### config.mk
export PLATFORM = sky130hd
export DESIGN_NAME = usb_out_sender
export DESIGN_NICKNAME = d
export VERILOG_FILES = /design/src/rtl/usbtx_pkg.sv /design/src/rtl/usbtx_crc16.sv /design/src/rtl/usbtx_budget.sv /design/src/rtl/usbtx_seq.sv /design/src/rtl/usb_out_sender.sv
export SDC_FILE = /design/constraint.sdc
export NUM_CORES = 1
export LEC_CHECK = 0
export BUFFER_PORTS_ARGS = -buffer_cell sky130_fd_sc_hd__buf_2
export CORE_MARGIN = 2
export CORE_UTILIZATION = 39
export DETAILED_ROUTE_END_ITERATION = 6
export SLEW_MARGIN = 20
export SYNTH_ARGS = -nofsm -noshare
export SYNTH_HDL_FRONTEND = slang
export SYNTH_HIERARCHICAL = 1
export SYNTH_SLANG_ARGS = --single-unit
export TNS_END_PERCENT = 50
### constraint.sdc
create_clock -name clk -period 3.85 [get_ports clk]
set_input_delay 0.1925 -clock clk [delete_from_list [all_inputs] [get_ports clk]]
set_output_delay 0.1925 -clock clk [all_outputs]
set_load 0.02 [all_outputs]
### src/rtl/usbtx_pkg.sv
package usbtx_pkg;
  typedef enum logic [1:0] {
    ST_IDLE   = 2'd0,
    ST_DATA   = 2'd1,
    ST_CRC_LO = 2'd2,
    ST_CRC_HI = 2'd3
  } tx_state_t;

  localparam logic [15:0] CRC_PRESET = 16'hFFFF;
  localparam logic [15:0] CRC_POLY_R = 16'hA001;
endpackage

### src/rtl/usbtx_crc16.sv
module usbtx_crc16
  import usbtx_pkg::*;
(
  input  logic        clk,
  input  logic        rst_n,
  input  logic        clear,
  input  logic        enable,
  input  logic [7:0]  din,
  output logic [15:0] rem
);
  logic [15:0] nxt;

  always_comb begin
    nxt = rem;
    for (int b = 0; b < 8; b++) begin
      if (nxt[0] ^ din[b]) nxt = (nxt >> 1) ^ CRC_POLY_R;
      else                 nxt = nxt >> 1;
    end
  end

  always_ff @(posedge clk) begin
    if (!rst_n || clear) rem <= CRC_PRESET;
    else if (enable)     rem <= nxt;
  end
endmodule

### src/rtl/usbtx_budget.sv
module usbtx_budget #(
  parameter int CNT_W    = 11,
  parameter int TIME_W   = 13,
  parameter int OVERHEAD = 4
) (
  input  logic [CNT_W-1:0]  byte_cnt,
  input  logic [TIME_W-1:0] time_left,
  output logic              fits
);
  localparam int SUM_W = ((CNT_W > TIME_W) ? CNT_W : TIME_W) + 2;

  logic [SUM_W-1:0] need;
  assign need = SUM_W'(byte_cnt) + SUM_W'(2 + OVERHEAD);
  assign fits = need <= SUM_W'(time_left);
endmodule

### src/rtl/usbtx_seq.sv
module usbtx_seq
  import usbtx_pkg::*;
#(
  parameter int          CNT_W = 11,
  parameter logic [7:0]  FILL  = 8'h00
) (
  input  logic             clk,
  input  logic             rst_n,
  input  logic             start,
  input  logic             fits,
  input  logic [CNT_W-1:0] byte_cnt,
  input  logic [7:0]       src_data,
  input  logic             src_valid,
  output logic             src_ready,
  input  logic [15:0]      crc_rem,
  output logic             crc_clear,
  output logic             crc_en,
  output logic [7:0]       tx_data,
  output logic             tx_valid,
  output logic             tx_last,
  input  logic             link_ready,
  output logic             buf_err,
  output logic             refused,
  output logic             done
);
  tx_state_t        state;
  logic [CNT_W-1:0] remain;
  logic             poison;
  logic             take_start, fire, underrun;
  logic [15:0]      crc_tx;

  assign take_start = (state == ST_IDLE) && start && fits;
  assign fire       = tx_valid && link_ready;
  assign underrun   = (state == ST_DATA) && link_ready && !poison && !src_valid;
  assign crc_tx     = poison ? crc_rem : ~crc_rem;
  assign crc_clear  = take_start;
  assign crc_en     = fire && (state == ST_DATA);

  always_comb begin
    tx_valid  = 1'b0;
    tx_last   = 1'b0;
    tx_data   = 8'h00;
    src_ready = 1'b0;
    unique case (state)
      ST_DATA: begin
        tx_valid  = 1'b1;
        src_ready = link_ready && !poison;
        tx_data   = (poison || !src_valid) ? FILL : src_data;
      end
      ST_CRC_LO: begin
        tx_valid = 1'b1;
        tx_data  = crc_tx[7:0];
      end
      ST_CRC_HI: begin
        tx_valid = 1'b1;
        tx_last  = 1'b1;
        tx_data  = crc_tx[15:8];
      end
      default: ;
    endcase
  end

  always_ff @(posedge clk) begin
    if (!rst_n) begin
      state   <= ST_IDLE;
      remain  <= '0;
      poison  <= 1'b0;
      buf_err <= 1'b0;
      refused <= 1'b0;
      done    <= 1'b0;
    end else begin
      refused <= (state == ST_IDLE) && start && !fits;
      done    <= (state == ST_CRC_HI) && fire;
      unique case (state)
        ST_IDLE: if (take_start) begin
          remain  <= byte_cnt;
          poison  <= 1'b0;
          buf_err <= 1'b0;
          state   <= (byte_cnt == '0) ? ST_CRC_LO : ST_DATA;
        end
        ST_DATA: if (fire) begin
          if (underrun) begin
            poison  <= 1'b1;
            buf_err <= 1'b1;
          end
          remain <= remain - 1'b1;
          if (remain == CNT_W'(1)) state <= ST_CRC_LO;
        end
        ST_CRC_LO: if (fire) state <= ST_CRC_HI;
        ST_CRC_HI: if (fire) state <= ST_IDLE;
        default: state <= ST_IDLE;
      endcase
    end
  end
endmodule

### src/rtl/usb_out_sender.sv
module usb_out_sender #(
  parameter int         CNT_W    = 11,
  parameter int         TIME_W   = 13,
  parameter int         OVERHEAD = 4,
  parameter logic [7:0] FILL     = 8'h00
) (
  input  logic              clk,
  input  logic              rst_n,
  input  logic              start,
  input  logic [CNT_W-1:0]  byte_cnt,
  input  logic [TIME_W-1:0] time_left,
  input  logic [7:0]        src_data,
  input  logic              src_valid,
  output logic              src_ready,
  output logic [7:0]        tx_data,
  output logic              tx_valid,
  output logic              tx_last,
  input  logic              link_ready,
  output logic              buf_err,
  output logic              refused,
  output logic              done
);
  logic        fits, crc_clear, crc_en;
  logic [15:0] crc_rem;

  usbtx_budget #(.CNT_W(CNT_W), .TIME_W(TIME_W), .OVERHEAD(OVERHEAD)) u_budget (
    .byte_cnt (byte_cnt),
    .time_left(time_left),
    .fits     (fits)
  );

  usbtx_crc16 u_crc (
    .clk   (clk),
    .rst_n (rst_n),
    .clear (crc_clear),
    .enable(crc_en),
    .din   (tx_data),
    .rem   (crc_rem)
  );

  usbtx_seq #(.CNT_W(CNT_W), .FILL(FILL)) u_seq (
    .clk       (clk),
    .rst_n     (rst_n),
    .start     (start),
    .fits      (fits),
    .byte_cnt  (byte_cnt),
    .src_data  (src_data),
    .src_valid (src_valid),
    .src_ready (src_ready),
    .crc_rem   (crc_rem),
    .crc_clear (crc_clear),
    .crc_en    (crc_en),
    .tx_data   (tx_data),
    .tx_valid  (tx_valid),
    .tx_last   (tx_last),
    .link_ready(link_ready),
    .buf_err   (buf_err),
    .refused   (refused),
    .done      (done)
  );
endmodule

==> flow_summary.ini, run 1 <==
[outcome]
outcome = completed

[setup_path]
crit_family = XOR/XNOR gates
worstPathMaxFanout = 10
worstPathCellList = inv_1 -> ha_1 -> clkinv_1 -> o22ai_1 -> o21ai_0 -> a21oi_1 -> xnor2_1 -> xnor2_1 -> xnor3_2 -> xnor3_1 -> a211o_1
arrival_ps = 3540
path_buf_inv = 2
critPathKind = register to register
crit_required_ps = 4020
critPathSlowestCell = xnor3_2
worst_setup_path_start_kind = register
cp_slowest_stage_delay_ps = 510
cp_common_cell = xnor2_1
cp-end-kind = register

[floorplan]
die_y_um = 87.02
initial_utilization_pct = 40.00
rows = 30
core_um2 = 6719
die-width_um = 87.02
die_area_um2 = 7572
io_pins = 51

[place]
place_congestion = 0.8671
place_hpwl_mm = 5.259
portBuffers = 50
dpl-instance-area_um2 = 2964

[sta]
setup_viol = 0
min_period_ps = 3366
fmaxAchievable_mhz = 297.1
worst_pin_slew_ps = 698.8
grt_setup_unrepaired = false
relSlewSlack_pct = 52.98
drv_slew = 0
hold_viol = 0
setup_tns_ps = 0
finClkSkew_ps = 8.249
finalCritPeriodShare_pct = 87.43
whs_ps = 159.2

[clock_tree]
clkTransAtPathRegs_ps = 70
cts_buffers = 5
cts_root_buf = clkbuf_8
insertion_delay_ps = 280
clock_sinks = 32
htreeDepth = 2
clk_path_buf_depth = 2
cts_tree = built
cts_hold_buf = 0
postCtsSetupBuffers = 0
cts_resized = 0

[route]
post_drt_wl_per_cell_um = 14.97
drt_iter0_drc = 154
wl_mm = 6.884
num_vias = 2528
viasPerCell = 5.496
drc_errors = 0
drt_pass1_iterations = 4
antenna_left = 0

[yosys]
synth-edff-count = 0
synth_mux_area_share_pct = 3.724
synth_fa_ha_area_share_pct = 9.311
synth_xor_area_share_pct = 11.17
syn-cell-area_um2 = 2688
synthArstFlopShare_pct = 0
synth_seq_area_share_pct = 23.84
synth_top_flop_cell = dfxtp_1
syn_nets = 395
synth_area_per_cell_um2 = 7.951
synth-compound-area-share_pct = 23.23
synth_top_family_by_area = compound AO/OA/AOI/OAI gates
ys_types = 62
synthSimpleGateAreaFrac_pct = 20.25
synth_cells = 338
yosys_warnings = 6
synth-seq-cells = 32

[grt]
grt.overflow.total = 0
grt_pass1_vias = 2445
grt_pass1_wl_mm = 11.35
grt_start_max_net_pins = 27
antenna_found_initial = 0
grt_util_all_layers_pct = 18.85

[pwr]
power.leakage_nw = 1.264
vdd_drop_max_uv = 228.5
p_per_area_nw_per_um2 = 576.1

[final_layout]
area_growth_pct = 13.87
final_area_um2 = 3060
fin_nets = 437
drive_gt1_share_pct = 20.26
diodes = 0
mostFrequentLayoutCells = 50 x buf_2, 49 x nand2_1, 32 x dfxtp_1
layout_commonest_cell = buf_2

[job]
cap_viol_max_count = 0

[min_path]
min_path_type = input pin to register
metrics by stage:
| step | util (%) | total power [mW] | setup WS, ps | instances |
|---|---|---|---|---|
| 6_report | 45.55 | 1.763 | 484.1 | 460 |
| 3_5_place_dp | 44.12 | 1.480 | 514.0 | 453 |
| 4_1_cts | 45.55 | 1.769 | 500.6 | 460 |
| 3_3_place_gp | 44.12 | 1.466 | 605.7 | 453 |
| 2_1_floorplan | - | 1.269 | 346.0 | 338 |
| 5_1_grt | 45.55 | 1.896 | 198.6 | 460 |
routing by layer:
layer | vias to the layer above | share of wire [%] | global-route usage (%)
met4 | 0 | 0.70 | 4.688
met3 | 7 | 4.8 | 3.791
met2 | 70 | 49 | 33.24
li1 | 1287 | - | -
met1 | 1164 | 46 | 23.37
met5 | - | 0 | 0
tightest hold or removal path, stage by stage:
cell and delay [ps]:
buf_2 120, nand2_1 50, nor3_1 40
power by group:
group	total [mW]	switching, mW	internal, mW
Sequential	0.474	0.0806	0.394
Combinational	1.01	0.582	0.426
Clock	0.281	0.122	0.159
Total	1.76	0.784	0.979
kinds of logic after synthesis:
logic type	after synthesis
and+or+nand+nor	105
DFF	32
buffers and inverters	49
adders and majority gates	20
xor gates and xnor gates	31
AOI/OAI and AO/OA	91
muxes	10
cell usage after synthesis, types with 6 or more instances:
| library cell | n | area, µm² |
|---|---|---|
| xnor2_1 | 22 | 192.7 |
| dfxtp_1 | 32 | 640.6 |
| a31oi_1 | 7 | 43.79 |
| nor4_1 | 7 | 43.79 |
| ha_1 | 20 | 250.2 |
| nand2_1 | 49 | 183.9 |
| mux2i_1 | 10 | 100.1 |
| nor2b_1 | 6 | 37.54 |
| o21ai_0 | 20 | 100.1 |
| buf_4 | 7 | 52.55 |
| inv_1 | 25 | 93.84 |
| clkbuf_1 | 10 | 37.54 |
| nor2_1 | 7 | 26.28 |
| a21oi_1 | 17 | 85.08 |
| xor2_1 | 7 | 61.31 |
| nor3_1 | 8 | 40.04 |
| a22oi_1 | 8 | 60.06 |
| o22ai_1 | 10 | 62.56 |
registers in the layout (all words and copies together), names as in the netlist:
signal / count
u_crc/rem: 16
u_seq/poison: 1
u_seq/state: 2
u_seq/done: 1
u_seq/remain: 11
u_seq/refused: 1
path summary, 6_finish.rpt:
kind	start	to	slack, ps	cells past startpoint
max reg2reg	u_seq/state[0]$_SDFFE_PN0P_	u_crc/rem[0]$_SDFFE_PP1P_	480	11
max	u_seq/state[0]$_SDFFE_PN0P_	u_crc/rem[0]$_SDFFE_PP1P_	480	11
min reg2reg	u_seq/remain[3]$_SDFFE_PN0P_	u_seq/remain[3]$_SDFFE_PN0P_	540	2
min	start	u_seq/refused$_SDFF_PN0_	160	3
area by class of cell:
type,instances,area [µm²]
fillers,704,3659
multi-input cells,257,1819
flip-flops and latches,32,640.6
repair buffers,57,302.8
inverters,27,101.3
well taps,80,100.1
clock buffers,7,96.34
(Power assumes the default switching activity.)
==> inputs of run 2 (changes only) <==
--- a/config.mk
+++ b/config.mk
@@ -5,6 +5,7 @@
 export SDC_FILE = /design/constraint.sdc
 export NUM_CORES = 1
 export LEC_CHECK = 0
+export ABC_AREA = 1
 export BUFFER_PORTS_ARGS = -buffer_cell sky130_fd_sc_hd__buf_2
 export CORE_MARGIN = 2
 export CORE_UTILIZATION = 39
==> run 2 against run 1 <==
Effect of this change: critical path depth rose by 13; critical endpoint is now u_crc/rem[13]$_SDFFE_PP1P_; largest cell class unchanged; register-to-register slack improved by 430 ps; die area rose by 13%.
==> flow_summary.ini, run 2 <==
[yosys]
synth-seq-cells = 32
synth_top_flop_cell = dfxtp_1
synth_top_cell_area_share_pct = 20.98
synth-edff-count = 0
yosys_warnings = 6
synth_cells = 486
syn_nets = 543
netlist_top_cells_count = 115 x nand2_1, 71 x inv_1, 51 x a21oi_1, 38 x nand3_1, 37 x o21ai_0
synth_area_per_cell_um2 = 6.284
synth_top_area_cell = dfxtp_1
synth_seq_area_share_pct = 20.98
synth.most_common_cell = nand2_1
synthArstFlopShare_pct = 0
synthTopCellsByArea = dfxtp_1 21%, nand2_1 14%, inv_1 8.7%
syn-cell-area_um2 = 3054
ys_types = 34

[grt]
grt_pass1_vias = 2796
antenna_found_initial = 0
grt.overflow.total = 0
grt_start_max_net_pins = 34
grt_pass1_wl_mm = 12.77
grt_util_all_layers_pct = 18.40

[clock_tree]
cts_buffers = 5
cts_tree = built
clk_path_buf_depth = 2
clkTransAtPathRegs_ps = 70
postCtsSetupBuffers = 0
clock_sinks = 32
cts_resized = 0
cts_hold_buf = 0
insertion_delay_ps = 280
cts_root_buf = clkbuf_8
htreeDepth = 2

[floorplan]
die-width_um = 92.50
rows = 32
die_y_um = 92.50
core_um2 = 7647
initial_utilization_pct = 39.94
die_area_um2 = 8555
io_pins = 51

[setup_path]
worstPathCellList = inv_1 -> buf_4 -> and3_1 -> nand2_1 -> nand3_1 -> nand2_1 -> inv_1 -> inv_1 -> nand2_1 -> nand2_4 -> nand2_2 -> inv_2 -> nor2_8 -> inv_2 -> nand2_4 -> nand2_4 -> nand2_4 -> nand3_4 -> nand3_1 -> nand3_2 -> nand2_2 -> nand2_1 -> nand3_1 -> nand2_1
critPathKind = register to register
worst_setup_path_start_kind = register
cp_slowest_stage_delay_ps = 420
crit_family = simple AND/OR/NAND/NOR gates
cp-end-kind = register
path_buf_inv = 6
critPathSlowestCell = and3_1
worstPathMaxFanout = 33
cp_common_cell = nand2_1
crit_required_ps = 4030
arrival_ps = 3120

[sta]
setup_tns_ps = 0
finClkSkew_ps = 3.400
setup_viol = 0
relSlewSlack_pct = 62.60
drv_slew = 0
hold_viol = 0
grt_setup_unrepaired = false
fmaxAchievable_mhz = 341.1
worst_pin_slew_ps = 557.0
min_period_ps = 2932
finalCritPeriodShare_pct = 76.15

[place]
place_hpwl_mm = 6.030
portBuffers = 50
place_congestion = 0.8534

[final_layout]
area_growth_pct = 13.19
layout_commonest_cell = nand2_1
largest_reg_flops = 16
drive_gt1_share_pct = 19.21
largestRegisters = u_crc/rem (16), u_seq/remain (11), u_seq/state (2)
mostFrequentLayoutCells = 115 x nand2_1, 71 x inv_1, 51 x a21oi_1
diodes = 0
top_register = u_crc/rem
fin_nets = 587

[pwr]
vdd_drop_max_uv = 298.0
total_power_mw = 2.013
power.leakage_nw = 1.774
p_per_area_nw_per_um2 = 582.3

[route]
post_drt_wl_per_cell_um = 11.99
antenna_left = 0
viasPerCell = 4.766
drt_pass1_iterations = 4
drt_iter0_drc = 241
wl_mm = 7.590
num_vias = 3017
drc_errors = 0

[outcome]
outcome = completed

[job]
cap_viol_max_count = 0

[min_path]
min_path_type = input pin to register
-- run 2: changes by cell type after synthesis, sizes merged, moves of 25 or more --
cell / before / now
nand2: 50 / 131
inv: 25 / 78
nand3: 3 / 45
a21oi: 17 / 51
nor2: 8 / 34
o21ai: 20 / 45
-- run 2: cell families after synthesis --
kind of cell	count (synthesis)	synth area share (%)
flops	32	20.97
compound gates	98	16.47
buf+inv	100	13.93
simple gates	218	34.78
xor+xnor	18	5.653
fa+ha+maj	20	8.193
-- run 2: worst paths after layout --
kind,from,to,slack [ps],cells past startpoint
worst max-delay path,u_seq/poison$_SDFFE_PN0P_,u_crc/rem[13]$_SDFFE_PP1P_,920,24
worst min-delay path,start,u_seq/refused$_SDFF_PN0_,160,3
worst max register to register,u_seq/poison$_SDFFE_PN0P_,u_crc/rem[13]$_SDFFE_PP1P_,920,24
worst min register to register,u_seq/remain[7]$_SDFFE_PN0P_,u_seq/remain[7]$_SDFFE_PN0P_,490,2
-- run 2: layout make-up --
class / instances / area (µm²)
inverter: 84 / 316.6
multi-input combinational: 354 / 1988
fill: 833 / 4190
clock inverter: 3 / 42.54
timing repair buffer: 53 / 272.8
tap: 102 / 127.6
sequential: 32 / 640.6
clock buffer: 5 / 68.82
-- run 2: power breakdown --
group          internal (mW)  total (mW)  switching [mW]
Sequential             0.399       0.461          0.0618
Clock                  0.191       0.325           0.133
Combinational          0.415        1.23           0.811
Total                   1.01        2.01            1.01
-- run 2: stage by stage --
step | setup WS (ps) | cells | util, % | hold WS [ps] | area (µm²)
floorplan | 1091 | 486 | - | 318.4 | 3054
global placement | 876.2 | 625 | 43.75 | 452.4 | 3346
detailed placement | 826.6 | 625 | 43.75 | 462.5 | 3346
CTS | 892.9 | 633 | 45.21 | 156.8 | 3457
global route | 584.4 | 633 | 45.21 | 177.9 | 3457
finish | 918.0 | 633 | 45.21 | 162.8 | 3457
-- run 2: layer usage --
layer | GRT usage (%) | share of wire, %
met5 | 0 | 0
met2 | 30.60 | 45
met3 | 2.116 | 4.4
met1 | 25.56 | 49
met4 | 4.104 | 0.71
-- run 2: worst min-delay path, delay by kind of cell --
kind          cells  cell delay (ps)
buf+inv           1              110
simple gates      2              110
==> inputs of run 3 (changes only) <==
--- a/config.mk
+++ b/config.mk
@@ -5,7 +5,7 @@
 export SDC_FILE = /design/constraint.sdc
 export NUM_CORES = 1
 export LEC_CHECK = 0
-export ABC_AREA = 1
+export ABC_AREA = 0
 export BUFFER_PORTS_ARGS = -buffer_cell sky130_fd_sc_hd__buf_2
 export CORE_MARGIN = 2
 export CORE_UTILIZATION = 39
==> constraint.sdc (replaced) <==
create_clock -name clk -period 2.9 [get_ports clk]
set_input_delay 0.145 -clock clk [delete_from_list [all_inputs] [get_ports clk]]
set_output_delay 0.145 -clock clk [all_outputs]
set_load 0.02 [all_outputs]
==> run 3 against run 2 <==
Effect of this change: core utilization is 4.9 points higher; clock power is 10% higher; sequential cell count stayed put; wire length is 7.3% lower; sequential power is 38% higher; critical path depth is 12 lower; combinational power is 23% higher; clock-buffer cell count is 1 higher; critical path type unchanged; highest routed layer unchanged.
==> flow_summary.ini, run 3 (synthesis results as in run 1) <==
[outcome]
outcome = completed

[pwr]
pwr-share-comb_pct = 60.3
p_per_area_nw_per_um2 = 744.4
vdd_drop_max_uv = 276.1
total_power_mw = 2.505
p_sw_mw = 1.125
swShare_pct = 44.91
power.leakage_nw = 1.399
intPower_mw = 1.380
pwr-share-seq_pct = 25.4
clkPwrFrac_pct = 14.3

[clock_tree]
cts_tree = built
clk_path_buf_depth = 2
clock_sinks = 32
htreeDepth = 2
cts_buffers = 5
insertion_delay_ps = 290
cts_root_buf = clkbuf_8
clkTransAtPathRegs_ps = 70

[sta]
finClkSkew_ps = 6.288
whs_ps = 112.5
fmaxAchievable_mhz = 362.6
hold_viol = 0
worst_pin_slew_ps = 702.1
relSlewSlack_pct = 52.76
setup_viol = 0
finalCritPeriodShare_pct = 95.09
drv_slew = 0
finalWorstSetupSlack_ps = 142.3
min_period_ps = 2758

[final_layout]
multi_input_area_um2 = 1981
largest_reg_flops = 16
drive_gt1_share_pct = 30.40
mostFrequentLayoutCells = 50 x buf_2, 47 x nand2_1, 30 x dfxtp_1
n_fill_cell = 651
area_growth_pct = 25.19
seqCellArea_um2 = 643.1
diodes = 0
layout_commonest_cell = buf_2
final_util_pct = 50.07
fin_nets = 454
largestRegisters = u_crc/rem (16), u_seq/remain (11), u_seq/state (2)
top_register = u_crc/rem

[floorplan]
rows = 30
die-width_um = 87.02
die_y_um = 87.02
core_um2 = 6719
die_area_um2 = 7572
io_pins = 51
initial_utilization_pct = 40.00

[grt]
grt.overflow.total = 0
grt_util_all_layers_pct = 18.94
antenna_found_initial = 0
grt_pass1_vias = 2320
grt_pass1_wl_mm = 11.29
grt_start_max_net_pins = 26

[setup_path]
worst_setup_path_start_kind = register
worstPathCellList = inv_1 -> ha_1 -> buf_4 -> a22oi_1 -> nand2_1 -> o21ai_2 -> a21oi_4 -> xnor2_2 -> xnor2_2 -> xnor3_2 -> xnor3_1 -> a211o_1
cp_slowest_stage_delay_ps = 460
critPathSlowestCell = xnor3_2
critPathKind = register to register
cp_common_cell = xnor2_2
worstPathMaxFanout = 9
arrival_ps = 2940
cp-end-kind = register
crit_required_ps = 3080

[place]
place_ws_ps = -57.80
portBuffers = 50
place_hpwl_mm = 5.333
place_congestion = 0.8089

[route]
drt_iter0_drc = 183
antenna_left = 0
viasPerCell = 5.427
wl_mm = 7.039
drt_pass1_iterations = 4
post_drt_wl_per_cell_um = 14.73
num_vias = 2594
drc_errors = 0

[min_path]
min_path_type = input pin to register

[job]
cap_viol_max_count = 0
## run 3: critical path, delay by kind of cell, from the launching register on
| family | cells | cell delay [ps] |
|---|---|---|
| fa+ha+maj | 1 | 230 |
| simple gates | 1 | 90 |
| compound gates | 4 | 650 |
| flops | 1 | 360 |
| buf+inv | 2 | 280 |
| xor+xnor | 4 | 1050 |
## run 3: per-layer routing
layer	track usage, %	vias to the layer above	share of wire (%)
li1	-	1329	-
met1	27.31	1198	49
met3	3.318	7	4.4
met2	28.87	60	45
met5	0	-	0
met4	5.256	0	1.1
## run 3: power by group through the flow
stage / Sequential (mW) / Clock, mW / Combinational, mW
6_report: 0.637 / 0.358 / 1.51
5_1_grt: 0.654 / 0.389 / 1.66
4_1_cts: 0.634 / 0.369 / 1.47
3_5_place_dp: 0.644 / 0 / 1.46
3_3_place_gp: 0.642 / 0 / 1.46
2_1_floorplan: 0.616 / 0 / 1.15
## run 3: final timing paths
| check | start | end | slack (ps) | cells past startpoint |
|---|---|---|---|---|
| setup / recovery | u_seq/state[0]$_SDFFE_PN0P_ | u_crc/rem[0]$_SDFFE_PP1P_ | 140 | 12 |
| hold / removal | start | u_seq/refused$_SDFF_PN0_ | 110 | 3 |
| setup reg to reg | u_seq/state[0]$_SDFFE_PN0P_ | u_crc/rem[0]$_SDFFE_PP1P_ | 140 | 12 |
| hold reg to reg | u_crc/rem[9]$_SDFFE_PP1P_ | u_crc/rem[1]$_SDFFE_PP1P_ | 530 | 2 |
## run 3: metrics by stage
step	setup TNS [ps]	cells	instance area (µm²)
2_1_floorplan	0	338	2808
5_1_grt	-21.83	478	3364
3_3_place_gp	0	466	3188
3_5_place_dp	-64.85	466	3188
6_report	0	478	3364
4_1_cts	0	474	3281
## run 3: timing repair
item / CTS / global route
gates resized for setup: 0 / 11
endpoints found under the setup margin: 0 / 3
buffers inserted: 0 / 4
hold buffers: 0 / 0
## run 3: cell type report
type,instances,area share (%)
Clock buffer,6,2.454
Clock inverter,2,0.2975
Inverter,27,3.124
Multi-Input combinational cell,257,58.87
Sequential cell,32,19.11
Tap cell,80,2.975
Timing Repair Buffer,74,13.16
